**src/rtl/priv_ctl_bank.sv**
```systemverilog
module priv_ctl_bank #(
  parameter int DW = 64,
  parameter int IW = 5,
  parameter int AW = 8
) (
  input  logic          clk_i,
  input  logic          rst_ni,
  input  logic          acc_en_i,
  input  logic          acc_wr_i,
  input  logic [IW-1:0] acc_idx_i,
  input  logic [DW-1:0] wdata_i,
  input  logic          spec_i,
  input  logic [DW-1:0] hw_id_i,
  input  logic [DW-1:0] mm_stat_i,
  output logic [DW-1:0] rdata_o,
  output logic          fault_o,
  output logic          flush_all_o,
  output logic          flush_proc_o,
  output logic          flush_one_o,
  output logic          insert_o,
  output logic [DW-1:0] tb_addr_o,
  output logic [AW-1:0] tb_asn_o
);
  localparam int HALF  = DW / 2;
  localparam int NSTOR = 16;
  localparam int I_CYC = 12, I_ONCE = 13, I_ASN = 14, I_HWID = 16;
  localparam int I_FALL = 21, I_FPROC = 22, I_FONE = 23, I_INS = 24;

  typedef enum logic [2:0] {K_NONE, K_MASK, K_CLR, K_ONCE, K_RO, K_WO} kind_t;

  logic [DW-1:0]   regs [NSTOR];
  logic [HALF-1:0] cyc_q;
  kind_t           kind;
  logic [DW-1:0]   mask;
  logic [DW-1:0]   rd_val;
  logic            wr_fault, rd_fault, wr_ok;

  always_comb begin
    kind = K_NONE;
    mask = '1;
    case (int'(acc_idx_i))
      0, 1, 2, 3, 12: kind = K_MASK;
      4:       begin kind = K_MASK; mask = ~DW'(2);         end
      5, 6:    begin kind = K_MASK; mask = DW'(64'hF);      end
      7:       begin kind = K_MASK; mask = DW'(64'h1F);     end
      8:       begin kind = K_MASK; mask = DW'(64'h18);     end
      9:       begin kind = K_MASK; mask = DW'(64'h7FFF0);  end
      14:      begin kind = K_MASK; mask = DW'(64'hFF);     end
      10, 11:  kind = K_CLR;
      13:      kind = K_ONCE;
      16, 17:  kind = K_RO;
      20, 21, 22, 23, 24: kind = K_WO;
      default: kind = K_NONE;
    endcase
  end

  assign wr_fault = (kind == K_NONE) || (kind == K_RO) ||
                    ((kind == K_ONCE) && (regs[I_ONCE] != '0));
  assign rd_fault = (kind == K_NONE) || (kind == K_WO);
  assign wr_ok    = acc_en_i && acc_wr_i && !spec_i && !wr_fault;

  always_comb begin
    if (rd_fault)                      rd_val = '0;
    else if (kind == K_RO)             rd_val = (int'(acc_idx_i) == I_HWID) ? hw_id_i : mm_stat_i;
    else if (int'(acc_idx_i) == I_CYC) rd_val = {regs[I_CYC][DW-1:HALF], cyc_q};
    else                               rd_val = regs[acc_idx_i[3:0]];
  end

  always_ff @(posedge clk_i) begin
    if (!rst_ni) begin
      for (int i = 0; i < NSTOR; i++) regs[i] <= '0;
      cyc_q <= '0;
      rdata_o <= '0;
      fault_o <= 1'b0;
      flush_all_o <= 1'b0;
      flush_proc_o <= 1'b0;
      flush_one_o <= 1'b0;
      insert_o <= 1'b0;
      tb_addr_o <= '0;
      tb_asn_o <= '0;
    end else begin
      cyc_q <= cyc_q + 1'b1;
      fault_o <= acc_en_i && (acc_wr_i ? (!spec_i && wr_fault) : rd_fault);
      if (acc_en_i && !acc_wr_i) rdata_o <= rd_val;
      if (wr_ok) begin
        case (kind)
          K_MASK:  regs[acc_idx_i[3:0]] <= wdata_i & mask;
          K_CLR:   regs[acc_idx_i[3:0]] <= '0;
          K_ONCE:  regs[acc_idx_i[3:0]] <= DW'(1);
          default: ;
        endcase
      end
      flush_all_o  <= wr_ok && (int'(acc_idx_i) == I_FALL);
      flush_proc_o <= wr_ok && (int'(acc_idx_i) == I_FPROC);
      flush_one_o  <= wr_ok && (int'(acc_idx_i) == I_FONE);
      insert_o     <= wr_ok && (int'(acc_idx_i) == I_INS);
      if (wr_ok && (int'(acc_idx_i) == I_FONE || int'(acc_idx_i) == I_INS)) begin
        tb_addr_o <= wdata_i;
        tb_asn_o  <= regs[I_ASN][AW-1:0];
      end
    end
  end
endmodule

```
**config.mk**
```make
export PLATFORM = sky130hd
export DESIGN_NAME = priv_ctl_bank
export DESIGN_NICKNAME = d
export VERILOG_FILES = /design/src/rtl/priv_ctl_bank.sv
export SDC_FILE = /design/constraint.sdc
export NUM_CORES = 2
export LEC_CHECK = 0
export ABC_CLOCK_PERIOD_IN_PS = 8800
export BUFFER_PORTS_ARGS = -buffer_cell sky130_fd_sc_hd__buf_4
export CAP_MARGIN = 15
export CORE_ASPECT_RATIO = 0.5
export CORE_MARGIN = 4
export CORE_UTILIZATION = 54
export DETAILED_ROUTE_END_ITERATION = 8
export GPL_ROUTABILITY_DRIVEN = 0
export GPL_TIMING_DRIVEN = 0
export PLACE_DENSITY_LB_ADDON = 0.2
export SYNTH_ARGS = -nofsm -noshare
export SYNTH_HDL_FRONTEND = slang
export SYNTH_SLANG_ARGS = --single-unit
```
**constraint.sdc**
```tcl
create_clock -name clk_i -period 8.8 [get_ports clk_i]
set_input_delay 1.76 -clock clk_i [delete_from_list [all_inputs] [get_ports clk_i]]
set_output_delay 1.76 -clock clk_i [all_outputs]
set_load 0.01 [all_outputs]
```
==> run summary <==
Vias/cell - 6.00
Hpwl dp - 111,000 µm
P_int - 9480 µW
Total Power - 12,400 µW
Endpoints failing setup - 0
Filler Cells Inserted - 6,401
Drt wl/cell - 27.9 µm
Switching pwr - 2870 µW
Synth cell count leaders - 1,024 x edfxtp_1, 412 x nand2_1, 309 x and3_1
Clock root cell - clkbuf_16
Largest net degree at the start of global routing - 51
Initial Util - 54.6%
GRT Total Usage - 32.0%
Max-slew violations - 0
Slew @ Worst Pin - 1.32 ns
DR iter-0 viols - 5,528
Layout cells sized above 1 - 22.2%
Req. time, crit path - 9.15 ns
YS warnings - 0
# IOs - 343
Worst hold margin - 0.454 ns
Crit Path Max Fanout - 50
Crit-path cells - buf_6 > nor4_4 > buf_8 > clkbuf_1 > nand2_1 > nand2_4 > buf_16
Cells after synthesis - 3,217
EDFF count, synth - 1,024
Synth Area per Inst - 15.4 µm²
CP arrival - 4.92 ns
Initial antenna violation count - 12
Global route overflow - 0
Top_reg_cell synth - edfxtp_1
Num rows - 78
#FFs+latches synth - 1,197
Setup TNS - 0 ns
Num CTS Buffers - 102
# clock sinks - 1,197
Design area - 0.0603 mm²
Relative slew slack - 12.0%
Share of the synthesized area in the top cell type - 61.9%
Type of the tightest min-delay check - reg2reg
P&R area growth vs syn - 21.4%
Net Sw Frac - 23.2%
Vias in the first global route - 33,100
Cell with the most instances after synthesis - edfxtp_1
Clk pwr share - 37.8%
Top cells by area, synth - edfxtp_1 62%, mux4_2 11%, dfxtp_1 7.0%
Die area - 0.0971 mm²
Slowest CP cell - nor4_4
Die Height - 222 µm
Register Area - 0.0342 mm²
Crit end category - flop
Startpoint Class - input port
Power share of the sequential group - 53.6%
CTS tree - done
Final Skew - 0.0244 ns
DRC errors left - 0
CP Class - in2reg
Via count - 33,700
Core Area - 0.0909 mm²
DP Area - 0.0568 mm²
Peak supply drop - 0.156 mV
Die width - 437 µm
Max-cap viol count - 0
R2R depth - 6
Clk Latency, worst-skew pair - 0.70 ns
Post-CTS setup buffer count - 0
Fmax - 219 MHz
Synth cell types - 74
Hold Violations, Final - 0
Period minus WS final - 4.57 ns
Area occupied by multi-input gates - 0.0165 mm²
Hold Crit Depth - 2
Synthesized area - 0.0496 mm²
Htree depth - 3
CTS Hold Bufs - 0
Period utilisation layout - 51.9%
Status - complete, no violations
Post-DRT Antenna Nets - 0
Nets - 4,499
Pwr/cell area - 205 mW/mm²
Static leakage - 0.0231 µW
Number of port buffers - 335
Setup WS pre-CTS - 3.54 ns
RSZ-0062 raised after global routing - false
Sequential share of the synthesized area - 68.9%
Drt pass-1 iters - 8
Cell taking the most area after synthesis - edfxtp_1
Slowest Stage Delay on Critical Path - 0.95 ns
Comb power frac - 8.6%
Final wirelength - 157,000 µm
First-pass GRT wire length - 224,000 µm
Final setup margin - 4.23 ns
Asr flop ratio synth - 0%
Worst-path clk slew - 0.06 ns
Resize count post-CTS - 0
Maximum clock path buffer count - 3
placed cells by master, fill, tap and decap left out, drive strengths merged, types with 44 or more instances in the layout:
master and instances:
nand2 414, nand3 44, nor2 127, conb 602, and3 309, and2 74
a21oi 80, buf 507, dfxtp 173, mux4 237, clkbuf 265, edfxtp 1024
worst paths after layout:
check | from | to | slack [ns]
max | acc_idx_i[0] | regs[0][40] | 4.23
min | tb_addr_o[44] | tb_addr_o[44] | 0.45
max reg2reg | regs[13][58] | regs[13][45] | 4.91
min reg2reg | tb_addr_o[44] | tb_addr_o[44] | 0.45
registers in the layout, indices dropped and copies added (netlist names):
signal / cells
tb_asn_o: 8
flush_all_o: 1
flush_proc_o: 1
rdata_o: 64
fault_o: 1
flush_one_o: 1
insert_o: 1
tb_addr_o: 64
cyc_q: 32
regs: 1024
routing by layer:
metal  share of wire (%)  track usage, %  vias to the layer above
li1                    -               -                    14100
met3                  13            8.76                      417
met5               0.031               0                        -
met1                  38            44.7                    16900
met2                  45            48.3                     2351
met4                 4.5            12.7                        4
final cells by class:
class	instances	area share, %
flip-flops and latches	1197	56.8
inverters	8	0.0498
plain buffers	256	2.12
clock buffers	142	4.90
multi-input cells	2357	27.4
well taps	1240	2.57
clock inverters	51	0.768
repair buffers	374	5.43
diodes	3	0.0125
logic make-up (layout without fill, tap and decap cells):
kind of cell             Yosys count  in the layout  synth area share, %
adder cells (fa/ha/maj)            1              1               0.0252
flip-flops                      1197           1197                 68.9
multiplexers                     290            290                 11.9
AND/OR/NAND/NOR                 1098           1098                 11.1
AO/OA/AOI/OAI                    339            339                 4.92
XOR/XNOR                          27             27                0.476
buffers and inverters            264            831                 2.63
other                              1            605              0.00755
power groups by stage:
stage / Sequential (µW) / Combinational [µW] / Clock [µW]
3_5_place_dp: 6750 / 1020 / 0
5_1_grt: 6650 / 1100 / 4920
3_3_place_gp: 6760 / 971 / 0
4_1_cts: 6620 / 1030 / 4680
2_1_floorplan: 6720 / 547 / 0
6_report: 6620 / 1060 / 4670
worst max-delay path: cells and delay by family:
kind	cells	cell delay, ns
buffers and inverters	4	1.31
AND/OR/NAND/NOR	3	1.76
per-stage QoR:
step                utilization [%]  std cells
CTS                            66.3       5619
global placement               61.6       5393
floorplan                         -       3818
detailed placement             62.5       5426
global route                   66.3       5626
finish                         66.3       5628
(Power assumes the default switching activity.)
